## src/rtl/pm_pkg.sv

```systemverilog
package pm_pkg;
   localparam logic [15:0] PM_TMR    = 16'h0001;
   localparam logic [15:0] PM_BM     = 16'h0010;
   localparam logic [15:0] PM_GBL    = 16'h0020;
   localparam logic [15:0] PM_PWRBTN = 16'h0100;
   localparam logic [15:0] PM_SLPBTN = 16'h0200;
   localparam logic [15:0] PM_RTC    = 16'h0400;
   localparam logic [15:0] PM_WAK    = 16'h8000;

   // status bits a write-one can clear
   localparam logic [15:0] STS_CLR_MASK = PM_WAK | PM_RTC | PM_SLPBTN | PM_PWRBTN | PM_BM;
   // enable bits that accept writes
   localparam logic [15:0] EN_KEEP_MASK = PM_PWRBTN | PM_GBL;
   // event pairs that can raise the interrupt
   localparam logic [15:0] IRQ_SRC_MASK = PM_TMR | PM_GBL | PM_PWRBTN | PM_SLPBTN | PM_RTC;

   localparam int          CTL_OSCTL_BIT = 0;
   localparam int          CTL_SLPEN_BIT = 13;
   localparam int          CTL_TYP_LO    = 10;
   localparam logic [15:0] CTL_DROP_MASK = 16'h2000 | 16'hC003;

   typedef enum logic [2:0] {
      TGT_NONE,
      TGT_STS,
      TGT_EN,
      TGT_CTL,
      TGT_CMD
   } pm_tgt_e;
endpackage

```

## src/rtl/pm_decode.sv

```systemverilog
module pm_decode
   import pm_pkg::*;
#(
   parameter int          ADDR_W   = 16,
   parameter logic [31:0] EVT_BASE = 32'h400,
   parameter logic [31:0] CTL_BASE = 32'h404,
   parameter logic [31:0] CMD_ADDR = 32'hB2
) (
   input  logic [ADDR_W-1:0] addr,
   input  logic [2:0]        size,
   output pm_tgt_e           tgt,
   output logic              size_ok
);
   localparam logic [ADDR_W-1:0] A_STS = EVT_BASE[ADDR_W-1:0];
   localparam logic [ADDR_W-1:0] A_EN  = A_STS + ADDR_W'(2);
   localparam logic [ADDR_W-1:0] A_CTL = CTL_BASE[ADDR_W-1:0];
   localparam logic [ADDR_W-1:0] A_CMD = CMD_ADDR[ADDR_W-1:0];

   always_comb begin
      tgt = TGT_NONE;
      if (addr == A_STS)      tgt = TGT_STS;
      else if (addr == A_EN)  tgt = TGT_EN;
      else if (addr == A_CTL) tgt = TGT_CTL;
      else if (addr == A_CMD) tgt = TGT_CMD;
   end

   always_comb begin
      unique case (tgt)
         TGT_STS, TGT_EN, TGT_CTL: size_ok = (size == 3'd2);
         TGT_CMD:                  size_ok = (size == 3'd1);
         default:                  size_ok = 1'b1;
      endcase
   end
endmodule

```

## src/rtl/pm_event_regs.sv

```systemverilog
module pm_event_regs
   import pm_pkg::*;
(
   input  logic        clk,
   input  logic        rst_n,
   input  logic        sts_wr,
   input  logic        en_wr,
   input  logic [15:0] wdata,
   input  logic        btn_evt,
   output logic [15:0] sts_q,
   output logic [15:0] en_q,
   output logic        irq_req
);
   logic [15:0] sts_d;

   always_comb begin
      sts_d = sts_q;
      if (sts_wr)
         sts_d = sts_d & ~(wdata & STS_CLR_MASK);
      if (btn_evt && !sts_q[8])
         sts_d = sts_d | PM_PWRBTN;
   end

   always_ff @(posedge clk or negedge rst_n) begin
      if (!rst_n) begin
         sts_q <= '0;
         en_q  <= '0;
      end else begin
         sts_q <= sts_d;
         if (en_wr)
            en_q <= wdata & EN_KEEP_MASK;
      end
   end

   assign irq_req = |(sts_q & en_q & IRQ_SRC_MASK);
endmodule

```

## src/rtl/pm_ctrl_regs.sv

```systemverilog
module pm_ctrl_regs
   import pm_pkg::*;
#(
   parameter logic [7:0] CMD_ON   = 8'hA0,
   parameter logic [7:0] CMD_OFF  = 8'hA1,
   parameter logic [2:0] OFF_CODE = 3'd5
) (
   input  logic        clk,
   input  logic        rst_n,
   input  logic        ctl_wr,
   input  logic        cmd_wr,
   input  logic [15:0] wdata,
   output logic [15:0] ctl_q,
   output logic        soft_off
);
   logic [15:0] ctl_d;
   logic        off_hit;

   always_comb begin
      ctl_d = ctl_q;
      if (ctl_wr) begin
         ctl_d = wdata & ~CTL_DROP_MASK;
         ctl_d[CTL_OSCTL_BIT] = ctl_q[CTL_OSCTL_BIT];
      end else if (cmd_wr) begin
         if (wdata[7:0] == CMD_ON)
            ctl_d[CTL_OSCTL_BIT] = 1'b1;
         else if (wdata[7:0] == CMD_OFF)
            ctl_d[CTL_OSCTL_BIT] = 1'b0;
      end
   end

   assign off_hit = ctl_wr && wdata[CTL_SLPEN_BIT] &&
                    (wdata[CTL_TYP_LO +: 3] == OFF_CODE);

   always_ff @(posedge clk or negedge rst_n) begin
      if (!rst_n) begin
         ctl_q    <= '0;
         soft_off <= 1'b0;
      end else begin
         ctl_q    <= ctl_d;
         soft_off <= off_hit;
      end
   end
endmodule

```

## src/rtl/pm_fixed_regs.sv

```systemverilog
module pm_fixed_regs
   import pm_pkg::*;
#(
   parameter int          ADDR_W         = 16,
   parameter logic [31:0] EVT_BASE       = 32'h400,
   parameter logic [31:0] CTL_BASE       = 32'h404,
   parameter logic [31:0] CMD_ADDR       = 32'hB2,
   parameter logic [7:0]  CMD_ON         = 8'hA0,
   parameter logic [7:0]  CMD_OFF        = 8'hA1,
   parameter logic [2:0]  OFF_CODE       = 3'd5,
   parameter bit          SCI_ACTIVE_LOW = 1'b1
) (
   input  logic              clk,
   input  logic              rst_n,
   input  logic              io_req,
   input  logic              io_we,
   input  logic [ADDR_W-1:0] io_addr,
   input  logic [2:0]        io_size,
   input  logic [15:0]       io_wdata,
   output logic [15:0]       io_rdata,
   output logic              io_err,
   input  logic              pwr_btn,
   output logic              sci_irq,
   output logic              soft_off
);
   localparam logic [31:0] ADDR_SPAN = 32'd1 << ADDR_W;

   generate
      if (ADDR_W < 8 || ADDR_W > 31) begin : g_bad_width
         $error("pm_fixed_regs: ADDR_W out of range");
      end
      if ((EVT_BASE + 32'd4) > ADDR_SPAN || (CTL_BASE + 32'd2) > ADDR_SPAN ||
          CMD_ADDR >= ADDR_SPAN) begin : g_bad_map
         $error("pm_fixed_regs: register address outside ADDR_W");
      end
      if (EVT_BASE[0] || CTL_BASE[0]) begin : g_bad_align
         $error("pm_fixed_regs: 16-bit registers must be even aligned");
      end
   endgenerate

   pm_tgt_e     tgt;
   logic        size_ok;
   logic        acc_ok;
   logic [15:0] sts_q;
   logic [15:0] en_q;
   logic [15:0] ctl_q;
   logic        irq_req;
   logic        btn_evt;

   pm_decode #(
      .ADDR_W   (ADDR_W),
      .EVT_BASE (EVT_BASE),
      .CTL_BASE (CTL_BASE),
      .CMD_ADDR (CMD_ADDR)
   ) u_dec (
      .addr    (io_addr),
      .size    (io_size),
      .tgt     (tgt),
      .size_ok (size_ok)
   );

   assign acc_ok  = io_req && (tgt != TGT_NONE) && size_ok;
   assign btn_evt = pwr_btn && ctl_q[CTL_OSCTL_BIT];

   pm_event_regs u_evt (
      .clk     (clk),
      .rst_n   (rst_n),
      .sts_wr  (acc_ok && io_we && tgt == TGT_STS),
      .en_wr   (acc_ok && io_we && tgt == TGT_EN),
      .wdata   (io_wdata),
      .btn_evt (btn_evt),
      .sts_q   (sts_q),
      .en_q    (en_q),
      .irq_req (irq_req)
   );

   pm_ctrl_regs #(
      .CMD_ON   (CMD_ON),
      .CMD_OFF  (CMD_OFF),
      .OFF_CODE (OFF_CODE)
   ) u_ctl (
      .clk      (clk),
      .rst_n    (rst_n),
      .ctl_wr   (acc_ok && io_we && tgt == TGT_CTL),
      .cmd_wr   (acc_ok && io_we && tgt == TGT_CMD),
      .wdata    (io_wdata),
      .ctl_q    (ctl_q),
      .soft_off (soft_off)
   );

   always_ff @(posedge clk or negedge rst_n) begin
      if (!rst_n) begin
         io_rdata <= '0;
         io_err   <= 1'b0;
      end else begin
         io_err   <= io_req && (tgt != TGT_NONE) && !size_ok;
         io_rdata <= '0;
         if (acc_ok && !io_we) begin
            unique case (tgt)
               TGT_STS: io_rdata <= sts_q;
               TGT_EN:  io_rdata <= en_q;
               TGT_CTL: io_rdata <= ctl_q;
               default: io_rdata <= '0;
            endcase
         end
      end
   end

   generate
      if (SCI_ACTIVE_LOW) begin : g_irq_lo
         assign sci_irq = ~irq_req;
      end else begin : g_irq_hi
         assign sci_irq = irq_req;
      end
   endgenerate
endmodule

```

## config.mk

```make
export PLATFORM = sky130hd
export DESIGN_NAME = pm_fixed_regs
export DESIGN_NICKNAME = d
export VERILOG_FILES = /design/src/rtl/pm_pkg.sv /design/src/rtl/pm_decode.sv /design/src/rtl/pm_event_regs.sv /design/src/rtl/pm_ctrl_regs.sv /design/src/rtl/pm_fixed_regs.sv
export SDC_FILE = /design/constraint.sdc
export NUM_CORES = 1
export LEC_CHECK = 0
export ABC_AREA = 1
export BUFFER_PORTS_ARGS = -buffer_cell sky130_fd_sc_hd__buf_4
export CAP_MARGIN = 30
export CORE_ASPECT_RATIO = 0.75
export CORE_MARGIN = 4
export CORE_UTILIZATION = 50
export CTS_CLUSTER_DIAMETER = 150
export CTS_CLUSTER_SIZE = 10
export DETAILED_ROUTE_END_ITERATION = 10
export GPL_ROUTABILITY_DRIVEN = 0
export GPL_TIMING_DRIVEN = 0
export PLACE_DENSITY = 0.89
export SLEW_MARGIN = 5
export SYNTH_ARGS = -nofsm -noshare
export SYNTH_HDL_FRONTEND = slang
export SYNTH_SLANG_ARGS = --single-unit
```

## constraint.sdc

```tcl
create_clock -name clk -period 1.4 [get_ports clk]
set_clock_uncertainty 0.15 [all_clocks]
set_input_delay 0.21 -clock clk [delete_from_list [all_inputs] [get_ports clk]]
set_output_delay 0.21 -clock clk [all_outputs]
set_load 0.05 [all_outputs]
```

# Word-level counts from Yosys, hierarchy flattened
# Index checks and enable logic that the tools add are counted.
[totals]
output_inout_bits = 19
regBits = 48
[classes]
n_mux = 11
n_eq_ne = 13
n_reduce_logical = 22
bitwise = 5
[op_table]
columns = ["operator", "count"]
rows = [
  ["16-bit by 11-bit equality test with 1-bit output (second input constant)", 3],
  ["16-bit case mux with 3 select lines", 1],
  ["16-bit two-way mux", 2],
  ["16-bit bitwise AND", 1],
  ["16-bit by 8-bit equality test with 1-bit output (second input constant)", 1],
  ["8-bit equality test (second input constant)", 2],
  ["16-bit inverter", 1],
  ["1-bit logical AND", 13],
  ["3-bit two-way mux", 4],
  ["11-bit by 9-bit bitwise AND with 11-bit output", 1],
  ["3-bit by 2-bit equality test with 1-bit output (second input constant)", 3],
  ["9-bit two-way mux", 1],
  ["3-bit by 1-bit equality test with 1-bit output (second input constant)", 2],
  ["3-bit equality test (second input constant)", 2],
  ["5-bit OR reduction", 1],
  ["2-bit nonzero test", 2],
  ["1-bit logical NOT", 3],
  ["3-bit AND reduction", 1],
  ["3-bit nonzero test", 1],
  ["3-bit OR reduction", 1],
  ["1-bit two-way mux", 2],
  ["1-bit inverter", 2],
  ["1-bit case mux with 2 select lines", 1],
]

# Depth between registers and ports, before layout
# Gate-level depths: netlist of run 1.
[depth]
ltp_word = 13
depth_mapped = 12
mapped_depth_nobuf = 11

# Modules after synthesis
# Synthesis of run 1 repeated with hierarchy kept, for this count alone.
[hier_totals]
hier_cells = 339
area_unflattened_um2 = 2438.6
[by_module_without_submodules]
columns = ["mod", "seq_area_each_um2", "area_each_um2", "cells_each", "instances"]
rows = [
  ["pm_fixed_regs", 425.4, 1172.4, 162, 1],
  ["pm_ctrl_regs", 325.3, 603.1, 77, 1],
  ["pm_event_regs", 175.2, 452.9, 51, 1],
  ["pm_decode", 0.0, 210.2, 49, 1],
]

# Least setup slack after synthesis of run 1
# No wires, ideal clock.
[synth_path]
kind = "in2reg"
from = "in io_addr[15]"
to = "reg u_ctl.ctl_q[8]"
t_required_ns = 1.132
slack_ns = -0.171
arrival_time_ns = 1.303
path_buffers = 1
setup_time_ns = 0.118
stages = 11
cell_sequence = "nor2_1 nand2_2 nor2_4 nand2_1 o21ai_2 nand3_2 nand2_1 nand4_2 buf_6 nand2_1 nand2_1"
[synth_between]
elab_chain_cells = 11
[synth_lines]
columns = ["element", "line_no", "source"]
rows = [
  ["from (decl)", "pm_fixed_regs.sv:17", "input logic [ADDR_W-1:0] io_addr,"],
  ["16-bit by 8-bit equality test with 1-bit output", "pm_decode.sv:24", "else if (addr == A_CMD) tgt = TGT_CMD;"],
  ["3-bit two-way mux", "pm_decode.sv:24", ""],
  ["3-bit two-way mux", "pm_decode.sv:23", "else if (addr == A_CTL) tgt = TGT_CTL;"],
  ["3-bit two-way mux", "pm_decode.sv:22", "else if (addr == A_EN) tgt = TGT_EN;"],
  ["3-bit two-way mux (*)", "pm_decode.sv:21", "if (addr == A_STS) tgt = TGT_STS;"],
  ["3-bit by 1-bit equality test with 1-bit output (tied with other cells)", "pm_decode.sv:28", "unique case (tgt)"],
  ["3-bit OR reduction", "pm_decode.sv:28", ""],
  ["1-bit case mux with 2 select lines", "pm_decode.sv:28", ""],
  ["1-bit logical AND", "pm_fixed_regs.sv:62", "assign acc_ok = io_req && (tgt != TGT_NONE) && size_ok;"],
  ["1-bit logical AND", "pm_fixed_regs.sv:84", ".ctl_wr (acc_ok && io_we && tgt == TGT_CTL),"],
  ["1-bit logical AND (*)", "pm_fixed_regs.sv:84", ""],
  ["to (signal assigned)", "pm_ctrl_regs.sv:40", "ctl_q <= ctl_d;"],
  ["to (decl)", "pm_ctrl_regs.sv:13", "output logic [15:0] ctl_q,"],
]
# Mark *: on every way between the ends. The rest lies on a longest branch, timed or not.
# A chain may end at the register's enable or synchronous reset.

# Worst setup path after layout of run 1
[layout_path]
from = "in io_addr[9]"
to = "reg io_rdata[10]"
[layout_between]
elab_chain_cells = 11
[layout_lines]
columns = ["element", "line_no", "source"]
rows = [
  ["16-bit by 8-bit equality test with 1-bit output", "pm_decode.sv:24", ""],
  ["3-bit two-way mux", "pm_decode.sv:24", ""],
  ["3-bit two-way mux", "pm_decode.sv:23", ""],
  ["3-bit two-way mux", "pm_decode.sv:22", ""],
  ["3-bit two-way mux (*)", "pm_decode.sv:21", ""],
  ["3-bit by 1-bit equality test with 1-bit output or 3-bit by 2-bit equality test with 1-bit output (tied branches)", "pm_decode.sv:28, pm_fixed_regs.sv:99", ""],
  ["3-bit OR reduction", "pm_decode.sv:28", ""],
  ["1-bit case mux with 2 select lines", "pm_decode.sv:28", ""],
  ["1-bit logical AND", "pm_fixed_regs.sv:62", ""],
  ["1-bit logical AND", "pm_fixed_regs.sv:98", "if (acc_ok && !io_we) begin"],
  ["16-bit two-way mux (*)", "pm_fixed_regs.sv:98", ""],
  ["to (signal assigned)", "pm_fixed_regs.sv:100", "TGT_STS: io_rdata <= sts_q;"],
  ["to (signal assigned)", "pm_fixed_regs.sv:101", "TGT_EN: io_rdata <= en_q;"],
  ["to (signal assigned)", "pm_fixed_regs.sv:102", "TGT_CTL: io_rdata <= ctl_q;"],
  ["to (decl)", "pm_fixed_regs.sv:20", "output logic [15:0] io_rdata,"],
]
# Marks and branches as above.

==> run summary, run 1 <==
• 5960 um — final routed wirelength across all metal layers
• 8260 um — first-pass GRT wire length
• 2 — maximum number of buffers from clock root to sink
• 0.506 — share of post-route cells with drive strength above 1
• 192 — number of fillers in the final layout
• sky130_fd_sc_hd__clkbuf_8 — Root Driver
• 0.464 — portion of synthesized cell area occupied by the leading cell type
• 35 — largest net degree at the start of global routing
• sky130_fd_sc_hd__nor2_4 — highest-delay cell along the critical path
• 0.122 — Gate power share
• 1.65 ns — crit path DAT
• true — setup repair after global routing missed its margin
• 3360 um — post-detailed-placement half-perimeter wirelength
• finished, violations left — outcome
• 0.00340 mm^2 — area inside the core boundary
• flip-flop — endpoint kind of the worst setup timing path
• 634 MHz — Peak Freq
• 77.9 um — floorplan die width
• 5 — Inserted Clock Buffers
• 60.4 um — die extent in y
• 3 — number of cells on the worst hold path
• 5.41 — detail-routed via count per cell
• 1.13 — period utilization
• 0.539 — Initial Utilization
• 243 — violation count after the first detailed-route iteration
• 0 — Max Slew Vio Count
• 0.19 ns — Slowest Stage Delay on Critical Path
• buf_4 > nor2_4 > nand2_2 > nor2_4 > nand2_2 > nand4_1 > nand2_2 > nor2_4 > nand2_2 > buf_6 > a21oi_2 — critical path cell sequence
• 33 — final setup violation count
• -0.177 ns — setup slack of the critical path after layout
• 235 — number of cells produced by synthesis
• 0.0132 ns — final hold slack
• 364 — final standard cell count with taps included and fillers excluded
• 1.59 mW — cell internal power dissipation
• 340 — Placed Instances
• 0.00183 mm^2 — cell area after synthesis
• sky130_fd_sc_hd__dfrtp_1, sky130_fd_sc_hd__nand2_1, sky130_fd_sc_hd__nand3_1, sky130_fd_sc_hd__nor2_1, sky130_fd_sc_hd__inv_1 — top cells by area, synth
• 16.4 um — average detailed-routed wire length per instance
• 1.58 ns — Tmin final
• 1,968 — vias after detailed routing
• 0 — antenna violations before repair
• 0.227 — total global routing track utilization
• 0.000919 V — VDD IR max
• 0 — count of unresolved DRC violations after routing
• 0.496 mW — reported net switching power
• 353 — number of nets in the finished design
• 5 — R2R depth
• 0.29 ns — clock latency on the worst-skew pair
• 0 — max-cap check violation count
• 0.464 — proportion of synthesized chip area in sequential cells
• 53 — number of I/O port buffers
• 0.470 — sequential fraction of design power
• 23 — distinct cell type count of the synthesized netlist
• 0.237 — switch share
• 0.07 ns — Clock transition at path regs
• sky130_fd_sc_hd__dfrtp_1 — Synth area leader
• 18 — num rows
• 0 — number of warning messages in the yosys log
• 0 — number of hold violations in the final report
• 1,869 — number of global-route vias before repair
• 0.408 — clock share of power
• 52.9% — area added between synthesis and finish
• -4.03 ns — setup TNS
• 2.09 mW — PnR Total Power
• input pin — startpoint kind of the worst setup timing path
• 5 — first-pass iteration count of the detailed router
• 34 — count of clock tree sinks
• sky130_fd_sc_hd__nand2_2 — cell repeated most along the worst path
• 0 — Antenna Diode Count
• 0.00471 mm^2 — die area
• 0 — GRT overflow
• 0 — number of nets still failing antenna checks after routing
• input pin to flip-flop — class of the worst hold path
• setup timing — violations in the final reports
• 10 — biggest fanout along the worst timing path
• 1.38 nW — Leak Pwr
• 2 — H-tree depth reported by CTS
• input pin to flip-flop — worst setup path class
• 745 mW/mm^2 — power density over the cells
• 59 — number of primary I/O pins
• 1.47 ns — required time at the endpoint of the critical path
• 34 — total of flip-flops plus latches after synthesis
• 7.79 um^2 — synthesized area per cell
• done — CTS tree
==> layout make-up <==
cell class	instances	area (um^2)	area share
well taps	50	62.6	0.0223
multi-input cells	173	1050	0.375
clock buffers	8	110	0.0393
repair buffers	69	566	0.202
plain buffers	9	70.1	0.0250
flip-flops and latches	34	851	0.304
inverters	21	91.3	0.0326
==> flip-flops by register name, summed over array words and instances (netlist names) <==
register,count
io_err,1
io_rdata,13
u_ctl.ctl_q,12
u_ctl.soft_off,1
u_evt.en_q,2
u_evt.sts_q,5
==> power by group through the flow <==
stage | Sequential, mW | Combinational (mW) | Clock, mW
2_1_floorplan | 1.00 | 0.0811 | 0
3_3_place_gp | 1.00 | 0.209 | 0
3_5_place_dp | 1.00 | 0.212 | 0
4_1_cts | 0.982 | 0.228 | 0.852
5_1_grt | 0.981 | 0.268 | 0.905
6_report | 0.982 | 0.254 | 0.852
==> worst paths after layout <==
kind,startpoint,to,slack (ns)
worst min register to register,u_ctl.ctl_q[7],u_ctl.ctl_q[7],0.34
worst min-delay path,io_wdata[11],u_ctl.ctl_q[11],0.01
worst max-delay path,io_addr[9],io_rdata[10],-0.18
worst max register to register,u_evt.sts_q[8],u_evt.sts_q[8],0.14
max in group asynchronous,rst_n,u_ctl.ctl_q[9],0.54
min in group asynchronous,rst_n,u_evt.sts_q[8],0.25
==> synthesized netlist by cell type <==
cell type,instances
sky130_fd_sc_hd__buf_4,3
sky130_fd_sc_hd__nand3_2,2
sky130_fd_sc_hd__buf_6,3
sky130_fd_sc_hd__dfrtp_1,34
sky130_fd_sc_hd__clkbuf_1,3
sky130_fd_sc_hd__nor3b_1,1
sky130_fd_sc_hd__nand3b_1,1
sky130_fd_sc_hd__nor2_4,5
sky130_fd_sc_hd__nand2_1,70
sky130_fd_sc_hd__o21ai_0,1
sky130_fd_sc_hd__nand3_1,27
sky130_fd_sc_hd__nand4_1,7
sky130_fd_sc_hd__conb_1,1
sky130_fd_sc_hd__a21oi_1,2
sky130_fd_sc_hd__nand4_2,1
sky130_fd_sc_hd__o21ai_2,1
sky130_fd_sc_hd__a32o_1,1
sky130_fd_sc_hd__nor3_1,2
sky130_fd_sc_hd__nand2_2,6
sky130_fd_sc_hd__nor2_2,11
sky130_fd_sc_hd__nor2_1,29
sky130_fd_sc_hd__inv_1,21
sky130_fd_sc_hd__a21oi_2,3
==> per-layer routing <==
layer / vias to the layer above / routed length [um] / GRT usage
met5: - / 0 / 0
met4: 0 / 112 / 0.0823
met3: 18 / 594 / 0.0742
met2: 114 / 2940 / 0.378
met1: 944 / 2310 / 0.285
li1: 892 / - / -
==> cell usage in the layout (no fill, tap or decap), drive strengths merged <==
cell,synthesis,final
dlygate4sd3,0,1
nand4,8,8
nor3,2,2
a32o,1,1
nand3b,1,1
nor2,45,45
buf,6,74
o21ai,2,2
nor3b,1,1
a21oi,5,5
clkbuf,3,11
nand3,29,29
conb,1,3
nand2,76,76
inv,21,21
dfrtp,34,34
==> worst max-delay path: cells and delay by family <==
| kind | cells | cell delay [ns] |
|---|---|---|
| AO/OA/AOI/OAI | 1 | 0.13 |
| AND/OR/NAND/NOR | 8 | 1.03 |
| buffers and inverters | 2 | 0.28 |
==> metrics by stage <==
step,util,area [um^2],worst slack [ns]
6_report,0.824,2800,-0.177
5_1_grt,0.824,2800,-0.272
4_1_cts,0.781,2660,-0.0495
3_5_place_dp,0.700,2380,-0.475
3_3_place_gp,0.700,2380,-0.469
2_1_floorplan,-,1920,-0.101
==> logic make-up after synthesis <==
| family | count (synthesis) | synth area share |
|---|---|---|
| other cells | 1 | 0.00205 |
| compound gates | 8 | 0.0328 |
| flops | 34 | 0.464 |
| simple gates | 162 | 0.421 |
| buf+inv | 30 | 0.0799 |
==> timing repair <==
item / 4_1_cts / 5_1_grt
gates cloned: 2 / 0
pin swaps: 20 / 26
hold buffers: 1 / 0
endpoints found under the setup margin: 29 / 33
setup buffers: 7 / 6
endpoints found under the hold margin: 34 / 0
resized for setup: 29 / 31
(Power assumes the default switching activity.)
==> inputs of run 2 (changes only) <==
- clock period: 1.4 -> 1.5 ns (I/O delays scaled with it)
==> run 2 against run 1 <==
The flow still finishes with violations (setup timing). Highest routed layer unchanged. Sequential share of layout area down 0.78 points. Largest cell class unchanged. Sequential cell count unchanged. Worst hold slack gained 0.011 ns. Clock-buffer cell count decreased by 2. Global-route usage shrank 1.4 points. Power down 11%. Die area stayed put. Cell count increased by 0.55%. Core utilization up 2.2 points. Via count up 1.5%. Largest power group unchanged. Non-clock buffer count grew 2.
==> run summary, run 2 (synthesized netlist as in run 1, its figures left out) <==
• 6010 um — final routed wirelength across all metal layers, was 5960 um
• 35 — largest net degree at the start of global routing, unchanged
• 59 — number of primary I/O pins, unchanged
• 5 — biggest fanout along the worst timing path, was 10
• 2 — H-tree depth reported by CTS, unchanged
• sky130_fd_sc_hd__clkbuf_8 — Root Driver, unchanged
• sky130_fd_sc_hd__buf_4, sky130_fd_sc_hd__nand2_1, sky130_fd_sc_hd__dfrtp_1 — top library cells by usage in the layout, fill and taps aside, unchanged
• 0 — Antenna Diode Count, unchanged
• 18 — num rows, unchanged
• 1.06 — period utilization
• 0.00471 mm^2 — die area, unchanged
• setup timing — violations in the final reports, unchanged
• 0 — GRT overflow, unchanged
• 0 — number of nets still failing antenna checks after routing, unchanged
• 2930 um — length of routed met2 wiring, was 2940 um
• 0.07 ns — Clock transition at path regs, about the same
• 34 — count of clock tree sinks, unchanged
• 0 — count of unresolved DRC violations after routing, unchanged
• 5 — Inserted Clock Buffers, unchanged
• 0.31 ns — reg-to-reg slack, setup, was 0.14 ns
• 1.54 ns — required time at the endpoint of the critical path, was 1.47 ns
• sky130_fd_sc_hd__buf_4 — most common cell after layout, fill and taps aside, unchanged
• finished, violations left — outcome, unchanged
• 593 um — routed length on met3, was 594 um
• 13 — flip-flop count of the largest register after layout, unchanged
• input pin to flip-flop — worst setup path class, unchanged
• 24 — final setup violation count, was 33
• 168 — number of fillers in the final layout, was 192
• 0 — antenna violations before repair, unchanged
• sky130_fd_sc_hd__buf_6 — highest-delay cell along the critical path, was sky130_fd_sc_hd__nor2_4
• io_rdata (13), u_ctl.ctl_q (12), u_evt.sts_q (5) — registers with the most flip-flops, unchanged
• 2 — maximum number of buffers from clock root to sink, unchanged
• 0.539 — Initial Utilization, unchanged
• 648 mW/mm^2 — power density over the cells, was 745 mW/mm^2
• u_evt.sts_q[8] — launch instance of the worst register-to-register path, unchanged
• 53 — number of I/O port buffers, unchanged
• -0.0855 ns — setup slack of the critical path after layout, was -0.177 ns
• 355 — number of nets in the finished design, was 353
• true — setup repair after global routing missed its margin, unchanged
• 3350 um — post-detailed-placement half-perimeter wirelength, was 3360 um
• 189 — violation count after the first detailed-route iteration, was 243
• 7710 um — first-pass GRT wire length, was 8260 um
• 77.9 um — floorplan die width, unchanged
• 0.214 — total global routing track utilization, was 0.227
• -0.400 ns — Place WS, was -0.475 ns
• 631 MHz — Peak Freq
• 0.20 ns — Slowest Stage Delay on Critical Path, was 0.19 ns
• 340 — Placed Instances, unchanged
• 1,766 — number of global-route vias before repair, was 1,869
• 2290 um — detailed-route wire length on metal 1, was 2310 um
• met4 — max layer used, unchanged
• 60.4 um — die extent in y, unchanged
• done — CTS tree, unchanged
• 0.30 ns — clock latency on the worst-skew pair, was 0.29 ns
• 0.487 — share of post-route cells with drive strength above 1, was 0.506
• 0 — number of hold violations in the final report, unchanged
• 8 — first-pass iteration count of the detailed router, was 5
• input pin — startpoint kind of the worst setup timing path, unchanged
• 1.62 ns — crit path DAT, was 1.65 ns
• sky130_fd_sc_hd__nand2_1 — cell repeated most along the worst path, was sky130_fd_sc_hd__nand2_2
• 1,997 — vias after detailed routing, was 1,968
• 0.000633 V — VDD IR max, was 0.000919 V
• io_addr[9] — CP startpoint, unchanged
• input pin to flip-flop — class of the worst hold path, unchanged
• 16.4 um — average detailed-routed wire length per instance, about the same
• 57.0% — area added between synthesis and finish, was 52.9%
• 0 — max-cap check violation count, unchanged
• 5.46 — detail-routed via count per cell, was 5.41
• io_rdata — register ranked first by flip-flop count, unchanged
• 366 — final standard cell count with taps included and fillers excluded, was 364
• 0.00340 mm^2 — area inside the core boundary, unchanged
• buf_4 > nor2_4 > nand2_1 > nor2_2 > nand2_1 > nand2_1 > nor2_1 > nor2_2 > nand4_4 > buf_6 > nand2_2 > nand2_2 — critical path cell sequence, was buf_4 > nor2_4 > nand2_2 > nor2_4 > nand2_2 > nand4_1 > nand2_2 > nor2_4 > nand2_2 > buf_6 > a21oi_2
• flip-flop — endpoint kind of the worst setup timing path, unchanged
• 1.59 ns — Tmin final
• io_wdata[6] — launch point of the worst hold path, was io_wdata[11]
• 1.42 nW — Leak Pwr, was 1.38 nW
• 0 — Max Slew Vio Count, unchanged
-- run 2: routing by layer --
metal / vias up / global-route usage
met5: - / 0
met1: 923 / 0.267
met4: 0 / 0.0823
met3: 28 / 0.0490
met2: 142 / 0.371
li1: 904 / -
-- run 2: cell type report --
class,instances,area (um^2),area share
buffer,9,78.8,0.0274
sequential,34,851,0.296
tap,50,62.6,0.0218
clock inverter,2,12.5,0.00435
multi-input combinational,173,1090,0.378
clock buffer,6,82.6,0.0287
inverter,21,91.3,0.0318
timing repair buffer,71,611,0.212
-- run 2: per-stage QoR --
stage / TNS, ns / area, um^2 / power, mW / hold WS (ns) / utilization
floorplan: -0.160 / 1920 / 1.01 / -0.221 / -
global placement: -9.66 / 2380 / 1.13 / 0.0338 / 0.700
detailed placement: -10.54 / 2380 / 1.13 / 0.0363 / 0.700
CTS: -0.00263 / 2570 / 1.82 / 0.0228 / 0.757
global route: -3.15 / 2880 / 1.92 / 0.0291 / 0.845
finish: -0.969 / 2880 / 1.86 / 0.0246 / 0.845
-- run 2: final timing paths --
check | cells after the start | to
min reg2reg | 2 | u_evt.sts_q[15]
min | 3 | u_ctl.ctl_q[6]
max in group asynchronous | 2 | u_ctl.ctl_q[3]
min in group asynchronous | 2 | u_ctl.ctl_q[0]
max | 12 | u_ctl.ctl_q[6]
max reg2reg | 5 | u_evt.sts_q[8]
-- run 2: where the power goes --
group | internal, mW | total (mW) | switching, mW
logic | 0.101 | 0.223 | 0.122
clock network | 0.369 | 0.724 | 0.355
registers | 0.916 | 0.916 | 0.000000337
total | 1.39 | 1.86 | 0.477
-- run 2: critical path: cells and delay by family --
kind          cells  cell delay [ns]
buf+inv           2             0.32
simple gates     10             1.06
-- run 2: what timing repair did --
item	4_1_cts	5_1_grt
endpoints found under the hold margin	34	0
endpoints found under the setup margin	25	33
pin swaps	7	34
hold buffers	1	0
cloned	1	2
gates resized for setup	8	55
buffers inserted	7	7
